--- src/rtl/lockdet_pkg.sv ---
package lockdet_pkg;

  localparam int NRATIO = 3;

  typedef logic [1:0] ratio_code_t;

  // oscillator-to-reference multiple for each ratio code
  function automatic longint unsigned ratio_of(int idx);
    case (idx)
      0:       return 64'd16;
      1:       return 64'd32;
      default: return 64'd128;
    endcase
  endfunction

  // divided-clock ticks expected in one window for a given ratio code
  function automatic longint unsigned exp_count(int win_log2, int prescale, int idx);
    return ((64'd1 << win_log2) * ratio_of(idx)) / longint'(prescale);
  endfunction

  // count tolerance for an expected count at a given ppm
  function automatic longint unsigned ppm_limit(longint unsigned expv, int ppm);
    return (expv * longint'(ppm)) / 64'd1000000;
  endfunction

  // bits needed to hold a value
  function automatic int bits_for(longint unsigned v);
    int n;
    n = 1;
    while ((64'd1 << n) <= v) n++;
    return n;
  endfunction

endpackage

--- src/rtl/lockdet_window.sv ---
module lockdet_window #(
  parameter int WIN_LOG2 = 16,
  parameter int CW       = 18
) (
  input  logic          clk,
  input  logic          rst_n,
  input  logic          ref_present,
  input  logic          ref_tick,
  input  logic          div_tick,
  output logic          win_done,
  output logic [CW-1:0] meas,
  output logic [CW-1:0] div_cnt
);
  localparam logic [WIN_LOG2-1:0] LAST_TICK = '1;
  localparam logic [CW-1:0]       CNT_MAX   = '1;

  logic [WIN_LOG2-1:0] ref_cnt;
  logic [CW-1:0]       div_next;

  // saturating increment of the divided-clock count
  always_comb begin
    div_next = div_cnt;
    if (div_tick && (div_cnt != CNT_MAX)) div_next = div_cnt + 1'b1;
  end

  assign win_done = ref_present & ref_tick & (ref_cnt == LAST_TICK);
  assign meas     = div_next;

  always_ff @(posedge clk or negedge rst_n) begin
    if (!rst_n) begin
      ref_cnt <= '0;
      div_cnt <= '0;
    end else if (!ref_present) begin
      ref_cnt <= '0;
      div_cnt <= '0;
    end else begin
      if (ref_tick) ref_cnt <= ref_cnt + 1'b1;
      div_cnt <= win_done ? '0 : div_next;
    end
  end

endmodule

--- src/rtl/lockdet_classify.sv ---
module lockdet_classify
  import lockdet_pkg::*;
#(
  parameter int WIN_LOG2 = 16,
  parameter int PRESCALE = 128,
  parameter int LOSE_PPM = 600,
  parameter int GAIN_PPM = 300,
  parameter int CW       = 18
) (
  input  logic [CW-1:0] meas,
  output ratio_code_t   near_code,
  output logic          lose_hit,
  output logic          gain_hit
);
  logic [CW-1:0] diff   [NRATIO];
  logic [CW-1:0] lose_l [NRATIO];
  logic [CW-1:0] gain_l [NRATIO];
  logic [CW-1:0] best_diff;

  for (genvar i = 0; i < NRATIO; i++) begin : g_ratio
    localparam longint unsigned EXPV = exp_count(WIN_LOG2, PRESCALE, i);
    localparam logic [CW-1:0] EXP_C  = CW'(EXPV);
    localparam logic [CW-1:0] LOSE_C = CW'(ppm_limit(EXPV, LOSE_PPM));
    localparam logic [CW-1:0] GAIN_C = CW'(ppm_limit(EXPV, GAIN_PPM));
    assign diff[i]   = (meas >= EXP_C) ? (meas - EXP_C) : (EXP_C - meas);
    assign lose_l[i] = LOSE_C;
    assign gain_l[i] = GAIN_C;
  end

  // strict comparison keeps the lower code on a tie
  always_comb begin
    near_code = '0;
    best_diff = diff[0];
    for (int i = 1; i < NRATIO; i++) begin
      if (diff[i] < best_diff) begin
        best_diff = diff[i];
        near_code = ratio_code_t'(i);
      end
    end
  end

  assign lose_hit = (best_diff >= lose_l[near_code]);
  assign gain_hit = (best_diff <= gain_l[near_code]);

endmodule

--- src/rtl/lockdet_fsm.sv ---
module lockdet_fsm
  import lockdet_pkg::*;
(
  input  logic        clk,
  input  logic        rst_n,
  input  logic        ref_present,
  input  logic        win_done,
  input  ratio_code_t near_code,
  input  logic        lose_hit,
  input  logic        gain_hit,
  output logic        lock_q,
  output logic        confirm,
  output ratio_code_t det_code
);
  ratio_code_t prev_code;
  logic        prev_valid;
  logic        lock_next;

  assign confirm = prev_valid && (near_code == prev_code);

  always_comb begin
    if (!confirm)    lock_next = 1'b0;
    else if (lock_q) lock_next = !lose_hit;
    else             lock_next = gain_hit;
  end

  always_ff @(posedge clk or negedge rst_n) begin
    if (!rst_n) begin
      lock_q     <= 1'b0;
      prev_valid <= 1'b0;
      prev_code  <= '0;
      det_code   <= '0;
    end else if (!ref_present) begin
      lock_q     <= 1'b0;
      prev_valid <= 1'b0;
    end else if (win_done) begin
      lock_q     <= lock_next;
      prev_valid <= 1'b1;
      prev_code  <= near_code;
      det_code   <= near_code;
    end
  end

endmodule

--- src/rtl/lockdet_refratio.sv ---
module lockdet_refratio
  import lockdet_pkg::*;
#(
  parameter int WIN_LOG2 = 16,
  parameter int PRESCALE = 128,
  parameter int LOSE_PPM = 600,
  parameter int GAIN_PPM = 300
) (
  input  logic       clk,
  input  logic       rst_n,
  input  logic       ref_tick,
  input  logic       div_tick,
  input  logic       ref_present,
  input  logic       ext_lol_n,
  output logic       lol_n,
  output logic [1:0] det_ratio
);
  localparam longint unsigned MAX_EXP = exp_count(WIN_LOG2, PRESCALE, NRATIO - 1);
  localparam int CW = bits_for(2 * MAX_EXP);

  logic          win_done;
  logic [CW-1:0] meas;
  logic [CW-1:0] div_cnt;
  ratio_code_t   near_code;
  logic          lose_hit;
  logic          gain_hit;
  logic          lock_q;
  logic          confirm;
  ratio_code_t   det_code;

  lockdet_window #(.WIN_LOG2(WIN_LOG2), .CW(CW)) u_win (
    .clk(clk), .rst_n(rst_n), .ref_present(ref_present),
    .ref_tick(ref_tick), .div_tick(div_tick),
    .win_done(win_done), .meas(meas), .div_cnt(div_cnt)
  );

  lockdet_classify #(
    .WIN_LOG2(WIN_LOG2), .PRESCALE(PRESCALE),
    .LOSE_PPM(LOSE_PPM), .GAIN_PPM(GAIN_PPM), .CW(CW)
  ) u_cls (
    .meas(meas), .near_code(near_code),
    .lose_hit(lose_hit), .gain_hit(gain_hit)
  );

  lockdet_fsm u_fsm (
    .clk(clk), .rst_n(rst_n), .ref_present(ref_present),
    .win_done(win_done), .near_code(near_code),
    .lose_hit(lose_hit), .gain_hit(gain_hit),
    .lock_q(lock_q), .confirm(confirm), .det_code(det_code)
  );

  assign lol_n     = ref_present ? lock_q : ext_lol_n;
  assign det_ratio = det_code;

endmodule

--- config.mk ---
export PLATFORM = sky130hd
export DESIGN_NAME = lockdet_refratio
export DESIGN_NICKNAME = d
export VERILOG_FILES = /design/src/rtl/lockdet_pkg.sv /design/src/rtl/lockdet_window.sv /design/src/rtl/lockdet_classify.sv /design/src/rtl/lockdet_fsm.sv /design/src/rtl/lockdet_refratio.sv
export SDC_FILE = /design/constraint.sdc
export NUM_CORES = 1
export LEC_CHECK = 0
export BUFFER_PORTS_ARGS = -buffer_cell sky130_fd_sc_hd__buf_2
export CAP_MARGIN = 5
export CORE_MARGIN = 2
export CORE_UTILIZATION = 50
export CTS_CLUSTER_SIZE = 20
export DETAILED_ROUTE_END_ITERATION = 12
export GPL_TIMING_DRIVEN = 0
export MAX_ROUTING_LAYER = met4
export PLACE_DENSITY = 0.67
export SETUP_SLACK_MARGIN = 0.15
export SLEW_MARGIN = 10
export SYNTH_ARGS = -nofsm -noshare
export SYNTH_HDL_FRONTEND = slang
export SYNTH_SLANG_ARGS = --single-unit
--- constraint.sdc ---
create_clock -name clk -period 8.6 [get_ports clk]
set_input_delay 0.86 -clock clk [delete_from_list [all_inputs] [get_ports clk]]
set_output_delay 0.86 -clock clk [all_outputs]
set_load 0.02 [all_outputs]
==> results of run 1 <==
## metrics by stage
stage	hold slack (ps)	setup slack, ps	TNS (ps)	instances
after floorplan	454	183	0	659
after global placement	484	-1660	-2540	799
after detailed placement	486	-1850	-2950	799
after CTS	503	153	0	862
after global routing	532	-92.0	-92.0	910
final	498	186	0	910
## power by group through the flow
stage | clock, mW | combinational (mW) | sequential (mW)
2_1_floorplan | 0 | 0.399 | 0.185
3_3_place_gp | 0 | 0.499 | 0.186
3_5_place_dp | 0 | 0.516 | 0.186
4_1_cts | 0.162 | 0.609 | 0.182
5_1_grt | 0.169 | 0.845 | 0.182
6_report | 0.159 | 0.778 | 0.182
## repair_timing
action / CTS / global route
hold buffers: 0 / 0
resized for setup: 93 / 88
cloned: 0 / 0
setup buffers: 56 / 48
pin swaps: 30 / 55
setup endpoints to repair: 3 / 1
## kinds of logic after synthesis
logic type	Yosys count
simple gates	276
fa+ha+maj	45
flops	38
buf+inv	46
compound gates	153
mux	21
xor+xnor	80
## registers in the layout, indices dropped and copies added, names as in the netlist
register          count
u_win.ref_cnt        16
u_fsm.lock_q          1
u_fsm.det_code        2
u_fsm.prev_valid      1
u_win.div_cnt        18
## layout make-up
class	instances	area, um2
flip-flops and latches	38	960
repair buffers	111	830
well taps	133	166
fillers	784	2770
multi-input cells	575	4680
plain buffers	31	238
inverters	15	61.3
clock inverters	1	30.0
clock buffers	6	82.6
## how the worst max path moves through the flow
stage / start / end / slack, ps / cells past startpoint
floorplan: div_tick / u_fsm.lock_q$_DFFE_PN0P_ / 180 / 41
global placement: u_win.div_cnt[1]$_DFF_PN0_ / u_fsm.lock_q$_DFFE_PN0P_ / -1660 / 41
detailed placement: u_win.div_cnt[1]$_DFF_PN0_ / u_fsm.lock_q$_DFFE_PN0P_ / -1850 / 41
CTS: u_win.div_cnt[1]$_DFF_PN0_ / u_fsm.lock_q$_DFFE_PN0P_ / 150 / 42
global route: u_win.div_cnt[16]$_DFF_PN0_ / u_fsm.lock_q$_DFFE_PN0P_ / -90 / 42
finish: u_win.div_cnt[16]$_DFF_PN0_ / u_fsm.lock_q$_DFFE_PN0P_ / 190 / 44
## metal layers
metal / routed length [um] / part of all wire [%] / global-route usage [%]
met4: 837 / 4.7 / 13.7
met2: 8630 / 48 / 52.9
met5: 0 / 0 / -
met1: 7060 / 39 / 38.3
met3: 1420 / 7.9 / 5.36
## layout by cell type, fill, tap and decap left out, drive strengths merged, types with 7 or more instances in the layout
cell type / Yosys / final
nor4: 10 / 10
nor3: 15 / 15
a31oi: 9 / 9
xor2: 25 / 25
nand4: 19 / 19
a21oi: 29 / 29
ha: 45 / 45
o211ai: 7 / 7
a21o: 11 / 11
mux2i: 13 / 13
clkbuf: 20 / 20
or4: 7 / 7
nand2: 77 / 77
dfrtp: 38 / 38
a211oi: 7 / 7
inv: 15 / 14
buf: 11 / 128
mux2: 8 / 8
nand3: 17 / 17
o21ai: 40 / 40
xnor2: 55 / 55
and3: 10 / 10
nand2b: 8 / 8
and2: 15 / 15
nor2: 78 / 78
## worst max-delay path: cells and delay by family (launching register included)
kind	cells	cell delay (ps)
AOI/OAI and AO/OA	20	3530
buffers and inverters	8	1210
DFF	1	360
adders and majority gates	4	980
and+or+nand+nor	9	1580
muxes	1	350
xor gates and xnor gates	2	330
==> impl_metrics.yaml, run 1 <==
outcome:
  status: "completed"
power_and_ir_drop:
  intPower_mw: 0.637
  swShare_pct: 43.1
  p_leak_nw: 3.10
  powerDensity_mw_per_mm2: 159
  p_total_mw: 1.12
  peakVddDrop_mv: 0.215
  power.share.combinational_pct: 69.5
  clock_power_share_pct: 14.2
  power_switching_mw: 0.482
  p_seq_share_pct: 16.3
floorplanning:
  rows: 36
  start_util_pct: 51.7
  fp.dieW_um: 105
  die_h_um: 105
  ios: 9
  core_area_mm2: 0.00982
  die_area_mm2: 0.0110
yosys:
  synthTopCellsByArea: "dfrtp_1, ha_1, xnor2_1, nor2_1, nand2_1"
  post-synth-top-count-cell: "nor2_1"
  synthesis.area_mm2: 0.00507
  synth_ff_type: "dfrtp_1"
  ys_top_cells_by_count: "nor2_1, nand2_1, xnor2_1"
  synth_top_family_by_area: "simple AND/OR/NAND/NOR gates"
  synth-xor-area-share_pct: 13.8
  synth_compound_area_share_pct: 20.9
  synth_top_area_cell: "dfrtp_1"
  ys_ff_latch: 38
  synth.net_count: 710
  synth_top_area_share_pct: 18.7
  synth-seq-area-share_pct: 18.7
  syn_area_per_cell_um2: 7.70
  synth_cells: 659
  synth_edf_count: 0
  synth.area.mux_share_pct: 4.49
  synth-adder-area-share_pct: 11.1
  async_flop_share_pct: 100
  ys_types: 78
  yosys_warnings: 0
  synth-simple-area-share_pct: 27.3
route:
  drt-total-wl_mm: 18.0
  post-route-drc-count: 0
  drt_iter0_drc: 435
  viasPerCell: 6.36
  postRouteAntennaNets: 0
  vias: 5786
  dr.pass1.iters: 6
  wl_per_cell_um: 19.7
clocking:
  cts_tree: "yes"
  path_clk_slew_ps: 80
  insertion_delay_ps: 290
  cts_num_sinks: 38
  cts_made_buffers: 5
  clockBufferDepth: 2
  cts_max_level: 2
  cts-root-buf: "clkbuf_8"
cells_and_area:
  nets: 828
  layout-drive-gt1-share_pct: 33.3
  n_antenna_cell: 0
  synthToLayoutAreaGrowth_pct: 38.9
  fin_area_mm2: 0.00705
  final_util_pct: 71.8
global_routing:
  grt_max_degree: 39
  antenna_found_initial: 0
  grt_pass1_vias: 5551
  track_usage_pct: 31.9
  grt_pass1_wl_mm: 27.6
  grt_overflow: 0
min_path:
  worstHoldPathType: "flop to flop"
  min_to: "u_fsm.prev_valid$_DFFE_PN0P_"
  min-delay-start: "u_fsm.prev_valid$_DFFE_PN0P_"
  holdPathStages: 1
setup_path:
  endpoint_kind: "flop"
  reg2reg_depth: 44
  worst_ep_arrival_time_ps: 8650
  worstSetupPathType: "flop to flop"
  r2r-end: "u_fsm.lock_q$_DFFE_PN0P_"
  crit_fanout: 7
  critPathLaunchType: "flop"
  cp_slowest_stage_delay_ps: 570
  required_ps: 8830
  reg2reg_slack_ps: 190
  slowest_stage: "or4_4"
  reg2reg_from: "u_win.div_cnt[16]$_DFF_PN0_"
timing:
  fin_skew_ps: 6.42
  slew_headroom_pct: 40.0
  max_freq_mhz: 119
  rsz0062_at_grt: "true"
  hold_violations: 0
  setup_violations: 0
  slew_violations: 0
  layout_worst_path_cycle_share_pct: 97.8
  tightest_slew_ps: 896
  fin_crit_ps: 8410
run:
  cap_violations: 0
placed_design:
  dpl_cell_area_mm2: 0.00536
  portBuffers: 7
  hpwlAfterDp_mm: 11.5
  gp_congestion: 0.990
No activity file was read; power rests on OpenSTA's default activity.
==> inputs of run 2 (changes only) <==
--- a/config.mk
+++ b/config.mk
@@ -7,7 +7,7 @@
 export LEC_CHECK = 0
 export BUFFER_PORTS_ARGS = -buffer_cell sky130_fd_sc_hd__buf_2
 export CAP_MARGIN = 5
-export CORE_MARGIN = 2
+export CORE_MARGIN = 4
 export CORE_UTILIZATION = 50
 export CTS_CLUSTER_SIZE = 20
 export DETAILED_ROUTE_END_ITERATION = 12
@@ -18,4 +18,5 @@
 export SLEW_MARGIN = 10
 export SYNTH_ARGS = -nofsm -noshare
 export SYNTH_HDL_FRONTEND = slang
+export SYNTH_HIERARCHICAL = 1
 export SYNTH_SLANG_ARGS = --single-unit
==> run 2 against run 1 <==
  * Synthesized cell count is 4.4% higher
  * Flip-flop and latch count did not move
  * Register-to-register slack got worse by 150 ps
  * Sequential power about the same
  * Total power decreased by 7.3%
  * Critical endpoint is now u_fsm/lock_q$_DFFE_PN0P_
==> impl_metrics.yaml, run 2 <==
setup_path:
  endpoint_kind: "flop"
  cp_slowest_stage_delay_ps: 540
  required_ps: 8830
  slowest_stage: "o21ai_0"
  worst_ep_arrival_time_ps: 8790
  critPathLaunchType: "flop"
  worstSetupPathType: "flop to flop"
  crit_fanout: 8
  reg2reg_slack_ps: 40
power_and_ir_drop:
  power_switching_mw: 0.458
  peakVddDrop_mv: 0.119
  p_seq_share_pct: 17.6
  p_leak_nw: 3.22
  power.share.combinational_pct: 71.1
  clock_power_share_pct: 11.3
  intPower_mw: 0.579
  swShare_pct: 44.2
  powerDensity_mw_per_mm2: 142
yosys:
  synthTopCellsByArea: "dfrtp_1, ha_1, xnor2_1, nand2_1, a21oi_1"
  ys_top_cells_by_count: "nand2_1, nor2_1, ha_1"
  ys_types: 75
  synth_ff_type: "dfrtp_1"
  synth_edf_count: 0
  synth_top_area_cell: "dfrtp_1"
  synth_cells: 688
  async_flop_share_pct: 100
  syn_area_per_cell_um2: 7.51
  ys_ff_latch: 38
  synthesis.area_mm2: 0.00517
  synth.net_count: 744
  post-synth-top-count-cell: "nand2_1"
  synth-seq-area-share_pct: 18.4
  yosys_warnings: 6
  synth_top_area_share_pct: 18.4
timing:
  layout_worst_path_cycle_share_pct: 99.5
  rsz0062_at_grt: "true"
  setup_violations: 0
  tns_ps: 0
  tightest_slew_ps: 839
  slew_violations: 0
  fin_skew_ps: 10.5
  slew_headroom_pct: 44.1
  fin_crit_ps: 8560
  hold_violations: 0
  max_freq_mhz: 117
  holdWs_ps: 493
global_routing:
  antenna_found_initial: 0
  track_usage_pct: 27.8
  grt_max_degree: 39
  grt_pass1_vias: 5341
  grt_overflow: 0
  grt_pass1_wl_mm: 26.0
clocking:
  path_clk_slew_ps: 80
  cts-root-buf: "clkbuf_8"
  cts_tree: "yes"
  clockBufferDepth: 2
  cts_num_sinks: 38
  cts_made_buffers: 5
  cts_max_level: 2
  cts-hold-fix-buffers: 0
  insertion_delay_ps: 290
cells_and_area:
  fin_area_mm2: 0.00729
  reg_top3: "u_win/div_cnt x18, u_win/ref_cnt x16, u_fsm/prev_code x2"
  n_antenna_cell: 0
  final_cells: 942
  synthToLayoutAreaGrowth_pct: 41.0
  nFillCells: 727
  final_common_cell: "buf_4"
  multi_input_comb_area_mm2: 0.00469
  largest_reg_flops: 18
  nets: 865
  seqCellArea_um2: 956
  final_cell_mix: "buf_4, nand2_1, nor2_1"
  largest-register: "u_win/div_cnt"
  layout-drive-gt1-share_pct: 38.3
placed_design:
  portBuffers: 8
  gp_congestion: 0.934
  dpl_cell_area_mm2: 0.00544
  hpwlAfterDp_mm: 11.6
  dp_cells: 829
route:
  drt-total-wl_mm: 18.9
  vias: 6064
  post-route-drc-count: 0
  drt_iter0_drc: 421
  viasPerCell: 6.44
  postRouteAntennaNets: 0
  dr.pass1.iters: 5
  wl_per_cell_um: 20.0
floorplanning:
  rows: 36
  ios: 9
  start_util_pct: 52.2
  fp.dieW_um: 110
  core_area_mm2: 0.00991
  die_h_um: 110
  die_area_mm2: 0.0120
run:
  cap_violations: 0
outcome:
  status: "completed"
min_path:
  worstHoldPathType: "flop to flop"
[run 2: worst paths after layout]
kind / endpoint / start / depth (start not counted)
max in group asynchronous: u_win/div_cnt[8]$_DFF_PN0_ / rst_n / 1
min in group asynchronous: u_win/div_cnt[15]$_DFF_PN0_ / rst_n / 1
setup / recovery: u_fsm/lock_q$_DFFE_PN0P_ / u_win/div_cnt[5]$_DFF_PN0_ / 42
setup reg to reg: u_fsm/lock_q$_DFFE_PN0P_ / u_win/div_cnt[5]$_DFF_PN0_ / 42
hold reg to reg: u_fsm/prev_valid$_DFFE_PN0P_ / u_fsm/prev_valid$_DFFE_PN0P_ / 1
hold / removal: u_fsm/prev_valid$_DFFE_PN0P_ / u_fsm/prev_valid$_DFFE_PN0P_ / 1
[run 2: power by group through the flow]
stage,Clock (mW),Sequential [mW],Combinational [mW]
after floorplan,0,0.186,0.336
after global placement,0,0.186,0.424
after detailed placement,0,0.186,0.435
after CTS,0.122,0.182,0.498
after global routing,0.130,0.183,0.780
final,0.117,0.182,0.737
[run 2: repair_timing]
action                     CTS  global route
setup buffers               45            60
setup endpoints to repair    3             1
cloned                       0             3
gates resized for setup     77           163
pin swaps                   29            76
[run 2: critical path, delay by kind of cell (launching register included)]
family | cells | cell delay (ps)
and+or+nand+nor | 14 | 3020
AOI/OAI and AO/OA | 13 | 2520
buffers and inverters | 9 | 1250
adders and majority gates | 4 | 1030
DFF | 1 | 420
muxes | 1 | 150
xor gates and xnor gates | 1 | 70
[run 2: cells by family after synthesis]
group / Yosys count / synth area share (%)
simple gates: 288 / 29.4
buf+inv: 72 / 5.93
fa+ha+maj: 50 / 12.1
mux: 18 / 3.75
flops: 38 / 18.4
compound gates: 165 / 20.7
xor+xnor: 57 / 9.66
[run 2: per-stage QoR]
step	worst slack, ps	power (mW)	utilization (%)
floorplan	161	0.521	-
global placement	-1670	0.610	54.9
detailed placement	-1780	0.621	54.9
CTS	150	0.802	62.0
global route	-197	1.09	73.5
finish	40.7	1.04	73.5
[run 2: metal layers]
layer  part of all wire [%]  routed length [um]  up-vias  global-route usage (%)
met4                    7.3                1370        0                    11.4
met5                      0                   0        -                       -
met1                     39                7430     2854                    35.1
li1                       -                   -     2759                       -
met3                    6.8                1280      125                    2.58
met2                     47                8790      326                    45.7
[run 2: final cells by class]
class	count	share of cell area, %
sequential	38	13.1
inverter	35	2.04
tap	133	2.28
clock buffer	5	0.944
multi-input combinational	578	64.4
timing repair buffer	116	12.7
clock inverter	2	0.137
buffer	35	4.41
